`config.mk`:
```
export PLATFORM = sky130hd
export DESIGN_NAME = cond_seq_unit
export DESIGN_NICKNAME = d
export VERILOG_FILES = /design/src/rtl/cond_seq_pkg.sv /design/src/rtl/cond_flag_regs.sv /design/src/rtl/cond_mask_test.sv /design/src/rtl/mdx_skip_eval.sv /design/src/rtl/iar_sequencer.sv /design/src/rtl/cond_seq_unit.sv
export SDC_FILE = /design/constraint.sdc
export NUM_CORES = 1
export LEC_CHECK = 0
export BUFFER_PORTS_ARGS = -buffer_cell sky130_fd_sc_hd__buf_2
export CAP_MARGIN = 5
export CORE_UTILIZATION = 45
export CTS_BUF_LIST = sky130_fd_sc_hd__clkbuf_8
export CTS_CLUSTER_DIAMETER = 50
export DETAILED_ROUTE_END_ITERATION = 16
export HOLD_SLACK_MARGIN = 0.06
export MAX_ROUTING_LAYER = met4
export PLACE_DENSITY = 0.84
export SLEW_MARGIN = 15
export SYNTH_ARGS = -nofsm -noshare
export SYNTH_HDL_FRONTEND = slang
export SYNTH_SLANG_ARGS = --single-unit
```
`constraint.sdc`:
```
create_clock -name clk -period 1.92 [get_ports clk]
set_input_delay 0.096 -clock clk [delete_from_list [all_inputs] [get_ports clk]]
set_output_delay 0.096 -clock clk [all_outputs]
set_load 0.05 [all_outputs]
```
`src/rtl/cond_seq_pkg.sv`:
```
package cond_seq_pkg;

  localparam int IND_N   = 6;
  localparam int IX_POS  = 0;
  localparam int IX_NEG  = 1;
  localparam int IX_ZERO = 2;
  localparam int IX_EVEN = 3;
  localparam int IX_CRY  = 4;
  localparam int IX_OVF  = 5;

  typedef enum logic [2:0] {
    CMD_IDLE   = 3'd0,
    CMD_STEP1  = 3'd1,
    CMD_STEP2  = 3'd2,
    CMD_SKIP   = 3'd3,
    CMD_BRANCH = 3'd4,
    CMD_MDX    = 3'd5,
    CMD_JUMP   = 3'd6,
    CMD_RSVD   = 3'd7
  } seq_cmd_e;

  localparam logic [IND_N-1:0] STICKY_MASK = 6'b110000;

endpackage

```
`src/rtl/cond_flag_regs.sv`:
```
module cond_flag_regs
  import cond_seq_pkg::*;
#(
  parameter int DW = 16
) (
  input  logic             clk,
  input  logic             rst,
  input  logic             acc_wr,
  input  logic [DW-1:0]    acc_val,
  input  logic             alu_carry,
  input  logic             alu_ovf,
  input  logic             stat_ld,
  input  logic [1:0]       stat_cv,
  input  logic [IND_N-1:0] test_clr,
  output logic [IND_N-1:0] ind
);

  logic [IND_N-1:0] ind_q;
  logic             sgn;
  logic             is_zero;

  assign sgn     = acc_val[DW-1];
  assign is_zero = (acc_val == '0);

  always_ff @(posedge clk) begin
    if (rst) begin
      ind_q <= 6'b001100;
    end else begin
      if (acc_wr) begin
        ind_q[IX_POS]  <= ~sgn & ~is_zero;
        ind_q[IX_NEG]  <= sgn;
        ind_q[IX_ZERO] <= is_zero;
        ind_q[IX_EVEN] <= ~acc_val[0];
      end
      if (stat_ld) begin
        ind_q[IX_CRY] <= stat_cv[0];
        ind_q[IX_OVF] <= stat_cv[1];
      end else begin
        ind_q[IX_CRY] <= (ind_q[IX_CRY] & ~test_clr[IX_CRY]) | (acc_wr & alu_carry);
        ind_q[IX_OVF] <= (ind_q[IX_OVF] & ~test_clr[IX_OVF]) | (acc_wr & alu_ovf);
      end
    end
  end

  assign ind = ind_q;

endmodule

```
`src/rtl/cond_mask_test.sv`:
```
module cond_mask_test
  import cond_seq_pkg::*;
(
  input  logic [IND_N-1:0] ind,
  input  logic [IND_N-1:0] mask,
  output logic             hit
);

  logic [IND_N-1:0] sel;

  for (genvar g = 0; g < IND_N; g++) begin : g_sel
    assign sel[g] = ind[g] & mask[g];
  end

  assign hit = |sel;

endmodule

```
`src/rtl/mdx_skip_eval.sv`:
```
module mdx_skip_eval #(
  parameter int DW = 16
) (
  input  logic [DW-1:0] old_val,
  input  logic [DW-1:0] new_val,
  output logic          skip
);

  logic sign_flip;
  logic now_zero;

  assign sign_flip = old_val[DW-1] ^ new_val[DW-1];
  assign now_zero  = (new_val == '0);
  assign skip      = sign_flip | now_zero;

endmodule

```
`src/rtl/iar_sequencer.sv`:
```
module iar_sequencer
  import cond_seq_pkg::*;
#(
  parameter int          AW      = 15,
  parameter logic [AW-1:0] RST_IAR = '0
) (
  input  logic          clk,
  input  logic          rst,
  input  seq_cmd_e      cmd,
  input  logic          cond_hit,
  input  logic          mdx_skip,
  input  logic [AW-1:0] ea,
  output logic [AW-1:0] iar,
  output logic          taken
);

  logic [AW-1:0] iar_q;
  logic [AW-1:0] iar_d;
  logic          taken_d;
  logic [AW-1:0] plus1;
  logic [AW-1:0] plus2;

  assign plus1 = iar_q + AW'(1);
  assign plus2 = iar_q + AW'(2);

  always_comb begin
    iar_d   = iar_q;
    taken_d = 1'b0;
    unique case (cmd)
      CMD_STEP1:  iar_d = plus1;
      CMD_STEP2:  iar_d = plus2;
      CMD_SKIP: begin
        if (cond_hit) begin
          iar_d   = plus1;
          taken_d = 1'b1;
        end
      end
      CMD_BRANCH: begin
        if (cond_hit) begin
          iar_d   = ea;
          taken_d = 1'b1;
        end
      end
      CMD_MDX: begin
        if (mdx_skip) begin
          iar_d   = plus1;
          taken_d = 1'b1;
        end
      end
      CMD_JUMP: begin
        iar_d   = ea;
        taken_d = 1'b1;
      end
      default: ;
    endcase
  end

  always_ff @(posedge clk) begin
    if (rst) begin
      iar_q <= RST_IAR;
      taken <= 1'b0;
    end else begin
      iar_q <= iar_d;
      taken <= taken_d;
    end
  end

  assign iar = iar_q;

endmodule

```
`src/rtl/cond_seq_unit.sv`:
```
module cond_seq_unit
  import cond_seq_pkg::*;
#(
  parameter int            DW      = 16,
  parameter int            AW      = 15,
  parameter logic [AW-1:0] RST_IAR = '0
) (
  input  logic          clk,
  input  logic          rst,
  input  logic [2:0]    cmd,
  input  logic [5:0]    mask,
  input  logic [AW-1:0] ea,
  input  logic [DW-1:0] mdx_old,
  input  logic [DW-1:0] mdx_new,
  input  logic          acc_wr,
  input  logic [DW-1:0] acc_val,
  input  logic          alu_carry,
  input  logic          alu_ovf,
  input  logic          stat_ld,
  input  logic [1:0]    stat_cv,
  output logic [AW-1:0] iar,
  output logic [5:0]    ind,
  output logic          taken
);

  seq_cmd_e         cmd_e;
  logic             is_test;
  logic [IND_N-1:0] clr_vec;
  logic             hit;
  logic             mdx_hit;

  assign cmd_e   = seq_cmd_e'(cmd);
  assign is_test = (cmd_e == CMD_SKIP) || (cmd_e == CMD_BRANCH);
  assign clr_vec = is_test ? (mask & STICKY_MASK) : '0;

  cond_flag_regs #(.DW(DW)) u_flags (
    .clk       (clk),
    .rst       (rst),
    .acc_wr    (acc_wr),
    .acc_val   (acc_val),
    .alu_carry (alu_carry),
    .alu_ovf   (alu_ovf),
    .stat_ld   (stat_ld),
    .stat_cv   (stat_cv),
    .test_clr  (clr_vec),
    .ind       (ind)
  );

  cond_mask_test u_test (
    .ind  (ind),
    .mask (mask),
    .hit  (hit)
  );

  mdx_skip_eval #(.DW(DW)) u_mdx (
    .old_val (mdx_old),
    .new_val (mdx_new),
    .skip    (mdx_hit)
  );

  iar_sequencer #(.AW(AW), .RST_IAR(RST_IAR)) u_seq (
    .clk      (clk),
    .rst      (rst),
    .cmd      (cmd_e),
    .cond_hit (hit),
    .mdx_skip (mdx_hit),
    .ea       (ea),
    .iar      (iar),
    .taken    (taken)
  );

endmodule

```
==> results.toml <==
[synthesis]
synth_seq_cells = 22
netlist_area_um2 = 1725
synth_warnings = 0
syn-num-nets = 309
yosysUniqueCellTypes = 60
synthCells = 227
avgSynthCellArea_um2 = 7.601
synth_ff_type = "dfxtp_1"
async_reset_ff_share_pct = 0
synth_edf_count = 0
yosysSeqAreaShare_pct = 25.53

[setup_path]
worstReg2RegEnd = "u_seq.iar[0]"
critPathCaptureType = "flip-flop"
critPathLaunchType = "flip-flop"
critical_path_class = "reg -> reg"
critPathArrivalTime_ns = 1.92
worstPathRequired_ns = 2.11
r2r_cells = 6
ff2ff_setup_slack_ns = 0.19
r2r-start = "u_flags.ind[1]"
cp_max_fo = 15

[clock_network]
clockRootBuffer = "clkbuf_8"
cts_buffers = 3
cts_tree = "built"
clock_sinks = 22
postCtsHoldBufs = 0
cts_setup_buffers = 0
worstSkewPairLatency_ns = 0.26
path_clk_slew_ns = 0.07
cts_resized = 0
h-tree-depth = 1
cts_buffer_depth = 2

[timing]
max_slew_margin_pct = 68.60
fin_crit_sh_pct = 89.93
setup_tns_ns = 0
period_needed_ns = 1.727
skew_ns = 0.008153
slew_viol_final = 0
tightest_slew_ns = 0.4711
hold_viol = 0
setup_viol = 0
max_freq_mhz = 579.1
rsz0062_at_grt = "no"

[outcome]
status = "complete, no violations"

[cells_and_area]
areaGrowthSynthToFinish_pct = 28.64
n_fill_cell = 341
layout.cells.non_filler = 355
multiInputGateArea_um2 = 1167
drive_above_1_share_pct = 38.44
nets = 391
diodes = 0
regArea_um2 = 449.2

[routing]
drt_first_pass_iters = 4
via_per_inst = 5.865
vias = 2082
drt_iter0_markers = 200
ant_nets = 0
drc = 0
wl_per_cell_um = 13.83
wl_um = 4911

[placement]
io_buffers = 86
dp_hpwl_um = 3693
gp_congestion = 0.9231
dpl.cell_count = 352

[global_routing]
grt_pass1_vias = 1863
grt_use_total_pct = 25.41
antenna_found_initial = 0
grt.overflow.total = 0
grt_max_degree = 25
grt_pass1_wl_um = 8086

[floorplanning]
die_x_um = 63.92
num_rows = 22
dieArea_um2 = 4086
fp.dieH_um = 63.92
start_util_pct = 47.13
core_region_area_um2 = 3661
io_pins = 102

[worst_hold_path]
min_path_cells = 3
hold_start = "stat_cv[0]"
min_path_type = "in -> reg"
min_to = "u_flags.ind[4]"

[power]
vdd.ir_drop.worst_mv = 0.3690
power_density_nw_per_um2 = 573.9
static-leakage-power_nw = 0.9469

[run]
maxCapViolCount = 0
[critical path: stages (launching register included)]
cell and delay, ns:
dfxtp_1 0.33, a22oi_1 0.20, nand3_1 0.16, a211o_1 0.35, o21a_2 0.24, a31o_2 0.27
a21oi_1 0.11
[synth_stat cells, types with 3 or more instances]
library cell  number  area [um^2]
buf_6              4        45.04
buf_2              4        20.02
a31oi_1            6        37.54
inv_1              7        26.28
xnor2_1            4        35.03
clkbuf_1           5        18.77
nor2_2             3        18.77
xor2_1             3        26.28
and4_1             3        26.28
nor4_1            10        62.56
nand3_1            6        30.03
nand2_1           21        78.83
and2_1             3        18.77
o211ai_1           3        22.52
a22oi_1            3        22.52
dfxtp_1           22        440.4
nor2_1            12        45.04
nor2b_1            3        18.77
nand2b_1           4        25.02
a21oi_1           22        110.1
nand4_1            8        50.05
a21oi_2            3        26.28
o31ai_1            5        37.54
o21ai_0           14        70.07
nor3_1             5        25.02
[cell type report]
| cell class | count | share of cell area [%] |
|---|---|---|
| inverter | 7 | 1.184 |
| timing repair buffer | 92 | 21.42 |
| multi-input combinational | 183 | 52.59 |
| clock buffer | 3 | 1.860 |
| tap | 48 | 2.706 |
| sequential | 22 | 20.24 |
[where the power goes]
group,switching [W],leakage [nW],total (W),internal [W]
clock,0.000144,0.0216,0.000283,0.000140
combinational,0.000286,0.742,0.000453,0.000167
sequential,0.0000458,0.184,0.000537,0.000492
[registers in the layout, summed over array words and instances, names as in the netlist]
name / flops
u_flags.ind: 6
u_seq.taken: 1
u_seq.iar: 15
[layer usage]
metal / wire length [um] / part of all wire [%] / vias up / GRT usage, %
li1: - / - / 1030 / -
met3: 420 / 8.6 / 6 / 5.179
met5: 0 / 0 / - / -
met4: 48 / 0.98 / 0 / 6.250
met2: 2392 / 49 / 108 / 44.81
met1: 2050 / 42 / 938 / 29.19
[metrics by stage]
| stage | utilization, % | setup slack, ns | area (um^2) | total power (W) | hold WS (ns) |
|---|---|---|---|---|---|
| final | 60.63 | 0.1933 | 2220 | 0.001274 | 0.07589 |
| after global routing | 60.63 | 0.01613 | 2220 | 0.001339 | 0.09634 |
| after CTS | 60.49 | 0.1693 | 2215 | 0.001279 | 0.07155 |
| after detailed placement | 59.36 | 0.1910 | 2173 | 0.0009983 | 0.3377 |
| after global placement | 59.36 | 0.2361 | 2173 | 0.0009888 | 0.3269 |
| after floorplan | - | 0.02727 | 1734 | 0.0008521 | 0.1676 |
[layout by cell type, fill, tap and decap left out, drive strengths merged, types with 7 or more instances in the layout]
master and count:
nor2 15, o21ai 17, nor4 11, nand2 21, dfxtp 22, buf 92, nand4 9, inv 7
a21oi 25
[worst max path at each step]
stage,endpoint,slack (ns),startpoint,depth (start not counted)
3_3_place_gp,u_seq.iar[1],0.24,mdx_new[15],7
4_1_cts,u_seq.iar[0],0.17,u_flags.ind[1],6
3_5_place_dp,u_seq.iar[0],0.19,u_flags.ind[1],6
6_report,u_seq.iar[0],0.19,u_flags.ind[1],6
5_1_grt,u_seq.iar[11],0.02,u_seq.iar[2],7
2_1_floorplan,u_seq.iar[14],0.03,u_seq.iar[6],7
[logic make-up (layout without fill, tap and decap cells)]
kind of cell,count (synthesis),after routing,synth area share (%)
simple gates,88,88,28.06
compound gates,83,83,32.27
flops,22,22,25.53
buf+inv,22,102,7.107
xor+xnor,7,7,3.553
mux,3,3,2.030
fa+ha+maj,2,2,1.450
Power figures use the tool's default switching activity.
